--- config.mk ---
export PLATFORM = sky130hd
export DESIGN_NAME = eprom_prog_seq
export DESIGN_NICKNAME = d
export VERILOG_FILES = /design/src/rtl/eprom_prog_pkg.sv /design/src/rtl/eprom_prog_timer.sv /design/src/rtl/eprom_prog_addr.sv /design/src/rtl/eprom_prog_retry.sv /design/src/rtl/eprom_prog_seq.sv
export SDC_FILE = /design/constraint.sdc
export NUM_CORES = 1
export LEC_CHECK = 0
export ABC_AREA = 0
export BUFFER_PORTS_ARGS = -buffer_cell sky130_fd_sc_hd__clkbuf_2
export CORE_ASPECT_RATIO = 2
export CORE_MARGIN = 4
export CORE_UTILIZATION = 51
export CTS_BUF_LIST = sky130_fd_sc_hd__clkbuf_8 sky130_fd_sc_hd__clkbuf_16
export DETAILED_ROUTE_END_ITERATION = 16
export PLACE_DENSITY = 0.78
export SYNTH_ARGS = -nofsm -noshare
export SYNTH_HDL_FRONTEND = slang
export SYNTH_HIERARCHICAL = 1
export SYNTH_SLANG_ARGS = --single-unit
--- constraint.sdc ---
create_clock -name clk_i -period 3.65 [get_ports clk_i]
set_clock_uncertainty 0.15 [all_clocks]
set_input_delay 0.73 -clock clk_i [delete_from_list [all_inputs] [get_ports clk_i]]
set_output_delay 0.73 -clock clk_i [all_outputs]
set_load 0.01 [all_outputs]
--- src/rtl/eprom_prog_pkg.sv ---
package eprom_prog_pkg;
  typedef enum logic [3:0] {
    ST_IDLE,
    ST_MARGIN_SET,
    ST_SETUP,
    ST_PULSE,
    ST_HOLD,
    ST_VERIFY,
    ST_NEXT,
    ST_MARGIN_RESET,
    ST_DONE,
    ST_FAIL
  } seq_state_e;
endpackage

--- src/rtl/eprom_prog_timer.sv ---
module eprom_prog_timer #(
  parameter int unsigned TW = 8
) (
  input  logic          clk_i,
  input  logic          rst_ni,
  input  logic          load_i,
  input  logic [TW-1:0] load_val_i,
  output logic          zero_o
);
  logic [TW-1:0] cnt_q;

  always_ff @(posedge clk_i or negedge rst_ni) begin
    if (!rst_ni)             cnt_q <= '0;
    else if (load_i)         cnt_q <= load_val_i;
    else if (cnt_q != '0)    cnt_q <= cnt_q - 1'b1;
  end

  assign zero_o = (cnt_q == '0);
endmodule

--- src/rtl/eprom_prog_addr.sv ---
module eprom_prog_addr #(
  parameter int unsigned AW = 16
) (
  input  logic          clk_i,
  input  logic          rst_ni,
  input  logic          load_i,
  input  logic [AW-1:0] first_i,
  input  logic [AW-1:0] last_i,
  input  logic          step_i,
  output logic [AW-1:0] addr_o,
  output logic          at_last_o
);
  logic [AW-1:0] addr_q, last_q;

  always_ff @(posedge clk_i or negedge rst_ni) begin
    if (!rst_ni) begin
      addr_q <= '0;
      last_q <= '0;
    end else if (load_i) begin
      addr_q <= first_i;
      last_q <= last_i;
    end else if (step_i) begin
      addr_q <= addr_q + 1'b1;
    end
  end

  assign addr_o    = addr_q;
  assign at_last_o = (addr_q == last_q);
endmodule

--- src/rtl/eprom_prog_retry.sv ---
module eprom_prog_retry #(
  parameter int unsigned MAXP = 25,
  localparam int unsigned CW  = $clog2(MAXP + 1)
) (
  input  logic clk_i,
  input  logic rst_ni,
  input  logic clear_i,
  input  logic inc_i,
  output logic limit_o
);
  logic [CW-1:0] cnt_q;

  always_ff @(posedge clk_i or negedge rst_ni) begin
    if (!rst_ni)                             cnt_q <= '0;
    else if (clear_i)                        cnt_q <= '0;
    else if (inc_i && cnt_q != CW'(MAXP))    cnt_q <= cnt_q + 1'b1;
  end

  assign limit_o = (cnt_q == CW'(MAXP));
endmodule

--- src/rtl/eprom_prog_seq.sv ---
module eprom_prog_seq
  import eprom_prog_pkg::*;
#(
  parameter int unsigned ADDR_W     = 16,
  parameter int unsigned DATA_W     = 8,
  parameter int unsigned MAX_PULSES = 25,
  parameter int unsigned PULSE_CYC  = 1000,
  parameter int unsigned SETTLE_CYC = 20,
  parameter int unsigned VFY_CYC    = 2
) (
  input  logic              clk_i,
  input  logic              rst_ni,
  input  logic              start_i,
  input  logic [ADDR_W-1:0] first_addr_i,
  input  logic [ADDR_W-1:0] last_addr_i,
  output logic [ADDR_W-1:0] src_addr_o,
  input  logic [DATA_W-1:0] src_data_i,
  output logic [ADDR_W-1:0] mem_addr_o,
  output logic [DATA_W-1:0] mem_data_o,
  output logic              mem_data_oe_o,
  input  logic [DATA_W-1:0] mem_data_i,
  output logic              mem_ce_no,
  output logic              mem_oe_no,
  output logic              mem_vpp_en_o,
  output logic              mem_margin_o,
  output logic              busy_o,
  output logic              done_o,
  output logic              fail_o,
  output logic [ADDR_W-1:0] fail_addr_o,
  output logic [DATA_W-1:0] fail_data_o,
  output logic              final_check_req_o
);
  localparam int unsigned MAX_AB = (PULSE_CYC > SETTLE_CYC) ? PULSE_CYC : SETTLE_CYC;
  localparam int unsigned MAXC   = (MAX_AB > VFY_CYC) ? MAX_AB : VFY_CYC;
  localparam int unsigned TW     = $clog2(MAXC + 1);

  seq_state_e        state_q, state_d;
  logic              tmr_zero, tmr_load;
  logic [TW-1:0]     tmr_val;
  logic [ADDR_W-1:0] addr;
  logic              at_last, addr_step, accept;
  logic              retry_limit, retry_inc, retry_clr;
  logic              match_q;
  logic [DATA_W-1:0] rd_q;
  logic              fail_q, fcr_q;
  logic [ADDR_W-1:0] fail_addr_q;

  assign accept = (state_q == ST_IDLE) && start_i;

  always_comb begin
    state_d   = state_q;
    addr_step = 1'b0;
    unique case (state_q)
      ST_IDLE:         if (start_i) state_d = ST_MARGIN_SET;
      ST_MARGIN_SET:   if (tmr_zero) state_d = ST_SETUP;
      ST_SETUP:        if (tmr_zero) state_d = ST_PULSE;
      ST_PULSE:        if (tmr_zero) state_d = ST_HOLD;
      ST_HOLD:         if (tmr_zero) state_d = ST_VERIFY;
      ST_VERIFY:       if (tmr_zero) state_d = ST_NEXT;
      ST_NEXT: if (tmr_zero) begin
        if (match_q) begin
          if (at_last) state_d = ST_MARGIN_RESET;
          else begin
            state_d   = ST_SETUP;
            addr_step = 1'b1;
          end
        end else if (retry_limit) state_d = ST_FAIL;
        else                      state_d = ST_SETUP;
      end
      ST_MARGIN_RESET: if (tmr_zero) state_d = ST_DONE;
      ST_DONE:         state_d = ST_IDLE;
      ST_FAIL:         state_d = ST_IDLE;
      default:         state_d = ST_IDLE;
    endcase
  end

  // every state entry reloads the shared timer with its length minus one
  always_comb begin
    unique case (state_d)
      ST_MARGIN_SET, ST_SETUP, ST_HOLD,
      ST_NEXT, ST_MARGIN_RESET: tmr_val = TW'(SETTLE_CYC - 1);
      ST_PULSE:                 tmr_val = TW'(PULSE_CYC - 1);
      ST_VERIFY:                tmr_val = TW'(VFY_CYC - 1);
      default:                  tmr_val = '0;
    endcase
  end
  assign tmr_load = (state_d != state_q);

  always_ff @(posedge clk_i or negedge rst_ni) begin
    if (!rst_ni) state_q <= ST_IDLE;
    else         state_q <= state_d;
  end

  eprom_prog_timer #(.TW(TW)) u_timer (
    .clk_i, .rst_ni, .load_i(tmr_load), .load_val_i(tmr_val), .zero_o(tmr_zero)
  );

  eprom_prog_addr #(.AW(ADDR_W)) u_addr (
    .clk_i, .rst_ni, .load_i(accept), .first_i(first_addr_i), .last_i(last_addr_i),
    .step_i(addr_step), .addr_o(addr), .at_last_o(at_last)
  );

  assign retry_inc = (state_q == ST_SETUP) && tmr_zero;
  assign retry_clr = accept || addr_step;

  eprom_prog_retry #(.MAXP(MAX_PULSES)) u_retry (
    .clk_i, .rst_ni, .clear_i(retry_clr), .inc_i(retry_inc), .limit_o(retry_limit)
  );

  always_ff @(posedge clk_i or negedge rst_ni) begin
    if (!rst_ni) begin
      rd_q    <= '0;
      match_q <= 1'b0;
    end else if (state_q == ST_VERIFY && tmr_zero) begin
      rd_q    <= mem_data_i;
      match_q <= (mem_data_i == src_data_i);
    end
  end

  always_ff @(posedge clk_i or negedge rst_ni) begin
    if (!rst_ni) begin
      fail_q      <= 1'b0;
      fcr_q       <= 1'b0;
      fail_addr_q <= '0;
    end else if (accept) begin
      fail_q <= 1'b0;
      fcr_q  <= 1'b0;
    end else begin
      if (state_d == ST_FAIL && state_q != ST_FAIL) begin
        fail_q      <= 1'b1;
        fail_addr_q <= addr;
      end
      if (state_d == ST_DONE) fcr_q <= 1'b1;
    end
  end

  assign src_addr_o        = addr;
  assign mem_addr_o        = addr;
  assign mem_data_o        = src_data_i;
  assign mem_data_oe_o     = (state_q == ST_SETUP) || (state_q == ST_PULSE) || (state_q == ST_HOLD);
  assign mem_ce_no         = !((state_q == ST_PULSE) || (state_q == ST_VERIFY));
  assign mem_oe_no         = (state_q != ST_VERIFY);
  assign mem_vpp_en_o      = (state_q == ST_MARGIN_SET) || (state_q == ST_SETUP) ||
                             (state_q == ST_PULSE) || (state_q == ST_HOLD) ||
                             (state_q == ST_VERIFY) || (state_q == ST_NEXT);
  assign mem_margin_o      = mem_vpp_en_o;
  assign busy_o            = (state_q != ST_IDLE);
  assign done_o            = (state_q == ST_DONE);
  assign fail_o            = fail_q;
  assign fail_addr_o       = fail_addr_q;
  assign fail_data_o       = rd_q;
  assign final_check_req_o = fcr_q;

  assert_drive_needs_vpp_R2: assert property (@(posedge clk_i) disable iff (!rst_ni)
    mem_data_oe_o |-> (mem_vpp_en_o && mem_margin_o));

  assert_addr_stable_ce_low_R3: assert property (@(posedge clk_i) disable iff (!rst_ni)
    !mem_ce_no |-> $stable(mem_addr_o));

  assert_no_bus_contention_R5: assert property (@(posedge clk_i) disable iff (!rst_ni)
    !mem_oe_no |-> (!mem_ce_no && !mem_data_oe_o));

  assert_fail_drops_vpp_R7: assert property (@(posedge clk_i) disable iff (!rst_ni)
    $rose(fail_o) |-> (!mem_vpp_en_o && !mem_margin_o && !done_o));

  assert_done_with_request_R8: assert property (@(posedge clk_i) disable iff (!rst_ni)
    done_o |-> (final_check_req_o && !mem_vpp_en_o && !fail_o));

  assert_addr_ascends_R10: assert property (@(posedge clk_i) disable iff (!rst_ni)
    (busy_o && $past(busy_o)) |->
      ($stable(mem_addr_o) || (mem_addr_o == ADDR_W'($past(mem_addr_o) + 1'b1))));
endmodule

# Word level (Yosys, flattened, before mapping)
# Index checks and enable logic that the tools add are counted.
# word_totals
regBits	78
output_inout_bits	73
# op_classes
add_sub_neg	3
n_eq_ne	24
n_mux	27
n_bitwise	1
reduce_logical	26
# ops
op	count
4-bit 2-to-1 mux	10
4-bit by 3-bit equality test with 1-bit output, second input constant	8
16-bit 2-to-1 mux	2
4-bit one-hot mux with 8 select lines	1
10-bit one-hot mux with 3 select lines	1
10-bit 2-to-1 mux	2
16-bit by 1-bit adder with 16-bit output, second input constant	1
16-bit equality test	1
4-bit by 2-bit equality test with 1-bit output, second input constant	4
4-bit equality test, second input constant	3
10-bit logical NOT	1
5-bit 2-to-1 mux	2
10-bit nonzero test	1
2-bit nonzero test	5
10-bit by 1-bit subtractor with 10-bit output, second input constant	1
1-bit logical OR	9
4-bit by 1-bit equality test with 1-bit output, second input constant	2
8-bit equality test	1
1-bit 2-to-1 mux	8
5-bit by 1-bit adder with 5-bit output, second input constant	1
5-bit equality test, second input constant	1
1-bit logical AND	5
5-bit != test, second input constant	1
5-bit OR reduction	1
other kinds (9)	9

# Depth between registers and ports, before layout
# Gate-level depths: netlist of run 1.
# logic_depth
ltp_word	9
mapped_depth	17

# By module
# Netlist of run 1, hierarchy kept.
# by_module_without_submodules
mod	instances	cells_per_inst	area_each_um2	seq_area_each_um2
eprom_prog_seq	1	163	1844.3	775.7
eprom_prog_addr	1	156	1671.6	800.8
eprom_prog_timer	1	67	594.3	250.2
eprom_prog_retry	1	28	285.3	125.1

# Least setup slack after synthesis of run 1
# OpenSTA, ideal clock, no wires.
# synth_timing
path_kind	register to register
start	register u_timer.cnt_q[3]
end	register u_addr.addr_q[15], in the netlist u_addr/addr_o[15]
arrival_time_ps	2968
required_ps	3376
setup_slack_ps	408
stages_incl_launch_ff	13
path_buffers	2
path_cell_list	dfrtp_1 nor4_4 nand3_1 inv_1 buf_4 nand2b_1 nor3_4 and3b_1 buf_2 nand3_2 or3_1 o31a_1 o31a_1
# synth_via
elab_chain_cells	4
# synth_rtl
element	line	rtl
from (decl)	eprom_prog_timer.sv:10	logic [TW-1:0] cnt_q;
from (signal assigned)	eprom_prog_timer.sv:14	else if (load_i) cnt_q <= load_val_i;
from (signal assigned)	eprom_prog_timer.sv:15	else if (cnt_q != '0) cnt_q <= cnt_q - 1'b1;
10-bit logical NOT	eprom_prog_timer.sv:18	assign zero_o = (cnt_q == '0);
via tmr_zero	eprom_prog_seq.sv:38	logic tmr_zero, tmr_load;
1-bit 2-to-1 mux	eprom_prog_seq.sv:60	ST_NEXT: if (tmr_zero) begin
1-bit 2-to-1 mux	eprom_prog_seq.sv:53	unique case (state_q)
via addr_step	eprom_prog_seq.sv:41	logic at_last, addr_step, accept;
2-bit nonzero test (no line)	n/a	
to (signal assigned)	eprom_prog_addr.sv:20	addr_q <= first_i;
to (signal assigned)	eprom_prog_addr.sv:23	addr_q <= addr_q + 1'b1;
to (decl)	eprom_prog_addr.sv:13	logic [AW-1:0] addr_q, last_q;
# The timed path passes the listed nets, and every way through them passes these cells.
# A chain may end at the register's enable or synchronous reset.

# Worst setup path in the final report of run 1
# Same ends and word-level chain as after synthesis.

==> flow_summary.toml, run 1 <==
[clock_tree]
htree_levels = 3
post_cts_buffers = 0
numCtsBuffers = 9
cts_buffer_depth = 2
clk_pin_slew_ns = 0.06
clock-sinks = 78
insertion_delay_ns = 0.33
cts_root_buffer = "clkbuf_16"
cts_tree = "yes"

[floorplanning]
top_level_ports = 124
fp.dieArea_um2 = 10300
die_height_um = 139
row_count = 47
initial_core_util_pct = 52.6
coreArea_um2 = 8350
die_w_um = 73.6

[route]
drt_iter0_drc = 256
wl_per_cell_um = 16.9
wl_um = 10400
drcViolationCount = 0
dr_total_vias = 3402
viasPerCell = 5.52
dr.pass1.iters = 4
ant_nets = 0

[power_and_ir_drop]
p_leak_nw = 2.55
fin_total_pwr_mw = 3.54
ir_drop_mv = 0.413
power.density_nw_per_um2 = 682

[sta]
maxSlewViolCount = 0
relSlewSlack_pct = 33.6
max_freq_mhz = 306
tightest_slew_ns = 0.996
tns_ns = 0
hold_viol = 0
period_share_pct = 89.6
setup_viol = 0
period_needed_ns = 3.27
rsz0062_at_grt = "false"

[critical_path]
worstPathRequired_ns = 3.71
cp-start-kind = "register"
setup.worst_path.end_class = "register"
path_cells = "nor4_4 > nand3_1 > inv_1 > nand2b_1 > nor3_4 > and3b_1 > nand3_2 > or3_1 > o31a_1 > o31a_1"
cp_common_cell = "o31a_1"
worst-path-max-fanout = 5
r2r-end = "u_addr/addr_o[15]"
reg2reg_slack_ns = 0.38
reg2reg_depth = 10
regToRegStartpoint = "u_timer/cnt_q[3]"
critPathSlowestCell = "dfrtp_1"
max_stage_delay_ns = 0.45
critPathKind = "register to register"
cp.arrival_ns = 3.33

[final_layout]
layout-drive-gt1-share_pct = 39.2
finalNetCount = 569
final_common_cell = "clkbuf_2"
area_growth_pct = 18.0
fillCellCount = 700
final_cell_mix = "clkbuf_2, dfrtp_1, xnor2_1"
n_antenna_cell = 0

[placement]
gp_congestion = 0.856
dp_hpwl_um = 8010
numPortBuffers = 123

[synth]
synth-edff-count = 0
yosys-top-cells-area = "dfrtp_1, mux2_2, xnor2_1"
synth_top_area_share_pct = 44.4
synthMuxAreaShare_pct = 12.9
yosys.area_share.simple_pct = 18.6
seq_area_frac_synth_pct = 44.4
syn_nets = 469
synth_top_family_by_area = "simple AND/OR/NAND/NOR gates"
synth_adder_area_share_pct = 1.14
synthCells = 414
yosys_most_used_dff = "dfrtp_1"
synth_cell_types = 59
async_reset_ff_share_pct = 100
synth_compound_area_share_pct = 7.20
netlist_area_um2 = 4400
ys_ff_latch = 78
yosysTopAreaCell = "dfrtp_1"
syn_avg_cell_area_um2 = 10.6
yosysWarnings = 6
synth-xor-area-share_pct = 8.17

[hold_path]
worstHoldStart = "fail_addr_o[0]"
hp-class = "register to register"
hold_end = "fail_addr_o[0]"
holdPathStages = 1

[run_status]
outcome = "finished, final reports clean"

[grt]
grt_max_degree = 79
grt_pass1_vias = 3559
track_usage_pct = 21.5
overflow = 0
antenna_found_initial = 0
grt_pass1_wl_um = 17200

[run]
maxCapViolCount = 0
cell type report:
| class | instances | area (um2) | area share, % |
|---|---|---|---|
| clock buffers | 9 | 225 | 4.34 |
| clock inverters | 6 | 25.0 | 0.482 |
| inverters | 14 | 52.6 | 1.01 |
| multi-input cells | 280 | 2120 | 40.9 |
| flip-flops and latches | 78 | 1950 | 37.6 |
| well taps | 98 | 123 | 2.36 |
| repair buffers | 131 | 691 | 13.3 |
worst max-delay path by stage:
stage,startpoint,end,slack (ns),depth (start not counted)
after detailed placement,u_timer/cnt_q[3],u_addr/addr_o[11],0.33,10
final,u_timer/cnt_q[3],u_addr/addr_o[15],0.38,10
after CTS,u_timer/cnt_q[3],u_addr/addr_o[11],0.31,10
after floorplan,u_timer/cnt_q[3],u_addr/addr_o[15],0.41,12
after global placement,u_timer/cnt_q[3],u_addr/addr_o[15],0.48,10
after global routing,u_timer/cnt_q[3],u_timer/cnt_q[1],0.04,12
sequential cells by signal (all words and copies together), names as in the netlist:
| name | cells |
|---|---|
| match_q | 1 |
| fail_addr_o | 16 |
| state_q | 4 |
| final_check_req_o | 1 |
| u_addr/addr_o | 16 |
| u_retry/cnt_q | 5 |
| fail_o | 1 |
| u_timer/cnt_q | 10 |
| u_addr/last_q | 16 |
| fail_data_o | 8 |
power by group:
| part | switching, mW | leakage, nW | internal [mW] |
|---|---|---|---|
| clock | 0.318 | 0.140 | 0.443 |
| combinational | 0.633 | 1.44 | 0.629 |
| sequential | 0.392 | 0.970 | 1.12 |
synth_stat cells, types with 9 or more instances:
| master | number |
|---|---|
| inv_1 | 12 |
| buf_4 | 27 |
| nor2_1 | 26 |
| mux2_4 | 9 |
| mux2_2 | 32 |
| dfrtp_1 | 78 |
| nor4_1 | 9 |
| xnor2_1 | 33 |
| clkbuf_1 | 10 |
| o21ai_0 | 17 |
| nand2_1 | 32 |
| nand2b_1 | 9 |
| nand4_1 | 12 |
| nand3_1 | 9 |
per-stage QoR:
stage	area [um2]	util (%)	setup slack (ns)	hold slack, ns	cells
after floorplan	4400	-	0.408	0.284	414
after global placement	4930	59.1	0.484	0.339	601
after detailed placement	4930	59.1	0.327	0.342	601
after CTS	5180	62.1	0.312	0.355	616
after global routing	5190	62.1	0.0430	0.366	616
final	5190	62.1	0.381	0.356	616
critical path, delay by kind of cell (launching register included):
family          cells  cell delay, ns
flops               1            0.45
buf+inv             1            0.14
compound gates      2            0.55
simple gates        7            1.87
per-layer routing:
layer	wire length (um)	share of wire (%)	vias to the layer above	GRT usage (%)
met5	0	0	-	0
met4	349	3.3	0	9.65
met3	605	5.8	25	3.32
met2	5810	56	120	38.5
met1	3670	35	1637	24.0
li1	-	-	1620	-
what timing repair did:
action | 4_1_cts | 5_1_grt
endpoints found under the setup margin | 0 | 1
gates resized for setup | 0 | 1
hold buffers | 0 | 0
kinds of logic (layout without fill, tap and decap cells):
| group | after synthesis | count (layout) |
|---|---|---|
| DFF | 78 | 78 |
| adders and majority gates | 4 | 4 |
| buffers and inverters | 56 | 160 |
| AOI/OAI and AO/OA | 47 | 47 |
| other | 1 | 1 |
| muxes | 48 | 48 |
| and+or+nand+nor | 139 | 139 |
| xor gates and xnor gates | 41 | 41 |
Power figures use the tool's default switching activity.
==> inputs of run 2 (changes only) <==
- RECOVER_POWER: default -> 25
==> run 2 against run 1 <==
Non-clock buffer count did not move. Cell area about the same. Largest power group unchanged. Sequential power barely moved. Count of clock-buffer cells in the layout unchanged. Routed wire length is essentially flat. Global-route usage is the same. Register-to-register slack hardly changed. Flip-flop and latch count did not move. The flow now finishes with violations (max-capacitance violations, max-slew violations). Critical path depth unchanged.
==> flow_summary.toml, run 2 (synthesized netlist as in run 1, its figures left out) <==
[run_status]
outcome = "complete, but fails checks"
violations = "max-capacitance violations, max-slew violations"

[clock_tree]
htree_levels = 3
cts_root_buffer = "clkbuf_16"
clk_pin_slew_ns = 0.06
cts_buffer_depth = 2
insertion_delay_ns = 0.33
numCtsBuffers = 9
cts_tree = "yes"
clock-sinks = 78
post_cts_buffers = 0

[run]
maxCapViolCount = 1

[grt]
overflow = 0
grt_max_degree = 79
antenna_found_initial = 0
track_usage_pct = 21.5
grt_pass1_wl_um = 17200
grt_pass1_vias = 3559

[critical_path]
setup.worst_path.end_class = "register"
path_cells = "nor4_4 > nand3_1 > inv_1 > nand2b_1 > nor3_4 > and3b_1 > nand3_2 > or3_1 > o31a_1 > o31a_1"
crit_start = "u_timer/cnt_q[3]"
worstPathRequired_ns = 3.71
cp.arrival_ns = 3.33
regToRegStartpoint = "u_timer/cnt_q[3]"
max_stage_delay_ns = 0.45
cp-start-kind = "register"
path_buf_inv = 1
crit_family = "simple AND/OR/NAND/NOR gates"
critPathSlowestCell = "dfrtp_1"
critPathKind = "register to register"
worst-path-max-fanout = 5
cp_common_cell = "o31a_1"
reg2reg_slack_ns = 0.38

[final_layout]
n_antenna_cell = 0
final_common_cell = "clkbuf_2"
final_cell_mix = "clkbuf_2, dfrtp_1, xnor2_1"
finalNetCount = 569
fillCellCount = 701
layout-drive-gt1-share_pct = 39.2
area_growth_pct = 18.0
fin_area_um2 = 5190

[sta]
setup_viol = 0
relSlewSlack_pct = -30.0
maxSlewViolCount = 79
rsz0062_at_grt = "false"
period_share_pct = 89.5
hold_viol = 0
period_needed_ns = 3.27
tightest_slew_ns = 1.95
max_freq_mhz = 306
tns_ns = 0

[route]
wl_per_cell_um = 16.9
viasPerCell = 5.53
highest_layer = "met4"
ant_nets = 0
drcViolationCount = 0
drt_iter0_drc = 256
wl_met3_um = 608
dr_total_vias = 3404
wl_met2_um = 5810
dr.pass1.iters = 4
wl_um = 10400
drt-met1-wl_um = 3660

[power_and_ir_drop]
ir_drop_mv = 0.413
power.density_nw_per_um2 = 682
p_leak_nw = 2.55

[floorplanning]
die_height_um = 139
coreArea_um2 = 8350
fp.dieArea_um2 = 10300
die_w_um = 73.6
row_count = 47
top_level_ports = 124
initial_core_util_pct = 52.6

[placement]
dp_hpwl_um = 8010
numPortBuffers = 123
place_area_um2 = 4930
gp_congestion = 0.856

[hold_path]
hp-class = "register to register"
worstHoldStart = "fail_addr_o[0]"
-- run 2: repair_timing --
action | in CTS | in global routing
endpoints found under the setup margin | 0 | 1
hold buffers | 0 | 0
resized for setup | 0 | 1
hold endpoints to repair | 0 | 0
-- run 2: path summary, 6_finish.rpt --
check                                    endpoint  cells after the start
max in group asynchronous        u_retry/cnt_q[0]                      1
worst min register to register     fail_addr_o[0]                      1
worst max register to register  u_addr/addr_o[15]                     10
min in group asynchronous        u_timer/cnt_q[7]                      1
worst max-delay path            u_addr/addr_o[15]                     10
worst min-delay path               fail_addr_o[0]                      1
-- run 2: metal layers --
layer,global-route usage [%],vias to the layer above
met1,24.0,1637
met2,38.5,122
met4,9.65,0
met3,3.32,25
li1,-,1620
met5,0,-
-- run 2: layout make-up --
cell class	instances	area [um2]	area share (%)
clock buffer	9	225	4.34
multi-input combinational	280	2120	40.9
inverter	14	52.6	1.01
timing repair buffer	131	688	13.3
tap	98	123	2.36
clock inverter	6	25.0	0.483
sequential	78	1950	37.6
-- run 2: power breakdown --
part / internal, mW / switching (mW)
sequential: 1.12 / 0.391
combinational: 0.629 / 0.632
clock: 0.443 / 0.318
-- run 2: per-stage QoR --
stage / hold slack, ns / cells / utilization, % / power [mW] / setup WS [ns]
final: 0.356 / 616 / 62.1 / 3.54 / 0.382
after global routing: 0.366 / 616 / 62.1 / 3.77 / 0.0430
after CTS: 0.355 / 616 / 62.1 / 3.57 / 0.312
after detailed placement: 0.342 / 601 / 59.1 / 2.80 / 0.327
after global placement: 0.339 / 601 / 59.1 / 2.74 / 0.484
after floorplan: 0.284 / 414 / - / 2.40 / 0.408
==> inputs of run 3 (changes only) <==
==> constraint.sdc (replaced) <==
create_clock -name clk_i -period 3.65 [get_ports clk_i]
set_clock_uncertainty 0.15 [all_clocks]
set_input_delay 0.1825 -clock clk_i [delete_from_list [all_inputs] [get_ports clk_i]]
set_output_delay 0.1825 -clock clk_i [all_outputs]
set_load 0.01 [all_outputs]
==> run 3 against run 2 <==
The flow now finishes without violations. Flip-flop and latch count unchanged. Utilization increased by 4.6 points. Routed wire length increased by 8.5%. Count of clock-buffer cells in the layout increased by 2. Critical path depth unchanged. Non-clock buffer count increased by 38. Die area unchanged. Setup slack improved by 0.025 ns. Combinational power about the same. Critical endpoint unchanged.
==> flow_summary.toml, run 3 (synthesized netlist as in run 1, its figures left out) <==
[route]
dr.pass1.iters = 4
wl_per_cell_um = 17.3
drt_iter0_drc = 249
dr_total_vias = 3583
drcViolationCount = 0
viasPerCell = 5.47
ant_nets = 0
wl_um = 11300

[final_layout]
area_growth_pct = 26.8
n_antenna_cell = 0
fin_area_um2 = 5570
layout-drive-gt1-share_pct = 26.8
finalNetCount = 607
final_cell_mix = "dfrtp_1, clkbuf_2, clkbuf_1"
final_common_cell = "dfrtp_1"

[power_and_ir_drop]
fin_total_pwr_mw = 3.76
p_leak_nw = 2.54
ir_drop_mv = 0.480
power.density_nw_per_um2 = 675

[clock_tree]
clk_pin_slew_ns = 0.06
insertion_delay_ns = 0.33
cts_buffer_depth = 2
cts_tree = "yes"
htree_levels = 3
numCtsBuffers = 9
cts_resized = 0
cts_root_buffer = "clkbuf_16"
clock-sinks = 78

[hold_path]
holdPathStages = 3
hold_end = "u_addr/addr_o[6]"
worstHoldStart = "first_addr_i[6]"
hp-class = "primary input to register"

[sta]
hold_viol = 0
relSlewSlack_pct = 34.0
max_freq_mhz = 308
period_needed_ns = 3.24
setup_viol = 0
tightest_slew_ns = 0.990
tns_ns = 0
maxSlewViolCount = 0
rsz0062_at_grt = "false"
period_share_pct = 88.9

[floorplanning]
top_level_ports = 124
die_height_um = 139
row_count = 47
coreArea_um2 = 8350
fp.dieArea_um2 = 10300
initial_core_util_pct = 52.6
die_w_um = 73.6

[grt]
overflow = 0
grt_max_degree = 79
antenna_found_initial = 0
track_usage_pct = 23.2
grt_pass1_vias = 3788
grt_pass1_wl_um = 18500

[critical_path]
reg2reg_depth = 10
cp-start-kind = "register"
worstPathRequired_ns = 3.72
critPathKind = "register to register"
setup.worst_path.end_class = "register"
regToRegStartpoint = "u_timer/cnt_q[3]"
worst-path-max-fanout = 5
r2r-end = "u_addr/addr_o[15]"
cp.arrival_ns = 3.31
reg2reg_slack_ns = 0.41

[run_status]
outcome = "finished, final reports clean"

[placement]
numPortBuffers = 123
gp_congestion = 0.856
dp_hpwl_um = 7960
place_area_um2 = 4920

[run]
maxCapViolCount = 0
[run 3: critical path, cell delays in order (launching register included)]
cell and delay, ns:
dfrtp_1 0.46, nor4_4 0.39, nand3_1 0.25, inv_1 0.13
nand2b_1 0.13, nor3_4 0.23, and3b_1 0.27, nand3_2 0.14
or3_1 0.43, o31a_1 0.29, o31a_1 0.27
[run 3: power breakdown]
part           internal, mW  leakage, nW  switching [mW]  total [mW]
clock network         0.636        0.162           0.341       0.977
logic                 0.611         1.41           0.635        1.25
registers              1.12        0.970           0.416        1.54
total                  2.37         2.54            1.39        3.76
[run 3: cell type report]
class / count / area [um2]
Clock buffer: 11 / 253
Clock inverter: 5 / 81.3
Fill cell: 673 / 2780
Inverter: 14 / 52.6
Multi-Input combinational cell: 280 / 2110
Sequential cell: 78 / 1950
Tap cell: 98 / 123
Timing Repair Buffer: 169 / 997
[run 3: repair_timing]
item / CTS / global route
hold buffers: 39 / 0
buffers inserted: 0 / 0
hold endpoints to repair: 116 / 0
[run 3: how the worst max path moves through the flow]
stage / startpoint / endpoint / slack, ns / cells past startpoint
final: u_timer/cnt_q[3] / u_addr/addr_o[15] / 0.41 / 10
after global routing: u_timer/cnt_q[3] / u_timer/cnt_q[7] / 0.14 / 13
after CTS: u_timer/cnt_q[3] / u_addr/addr_o[15] / 0.41 / 10
after detailed placement: u_timer/cnt_q[3] / u_addr/addr_o[15] / 0.42 / 10
after global placement: u_timer/cnt_q[3] / u_addr/addr_o[15] / 0.48 / 10
after floorplan: u_timer/cnt_q[3] / u_addr/addr_o[15] / 0.41 / 12
[run 3: layer usage]
| metal | GRT usage, % | share of wire [%] | up-vias | wire (um) |
|---|---|---|---|---|
| met4 | 10.7 | 2.8 | 0 | 316 |
| met5 | 0 | 0 | - | 0 |
| li1 | - | - | 1698 | - |
| met3 | 3.97 | 4.1 | 23 | 468 |
| met2 | 42.2 | 57 | 99 | 6450 |
| met1 | 25.0 | 36 | 1763 | 4080 |
[run 3: through the flow]
stage | setup WS [ns] | util (%) | hold WS [ns] | instances
after floorplan | 0.408 | - | -0.263 | 414
after global placement | 0.484 | 59.0 | 0.246 | 600
after detailed placement | 0.421 | 59.0 | 0.246 | 600
after CTS | 0.415 | 67.7 | 0.0240 | 655
after global routing | 0.135 | 66.7 | 0.0439 | 655
final | 0.407 | 66.7 | 0.0185 | 655
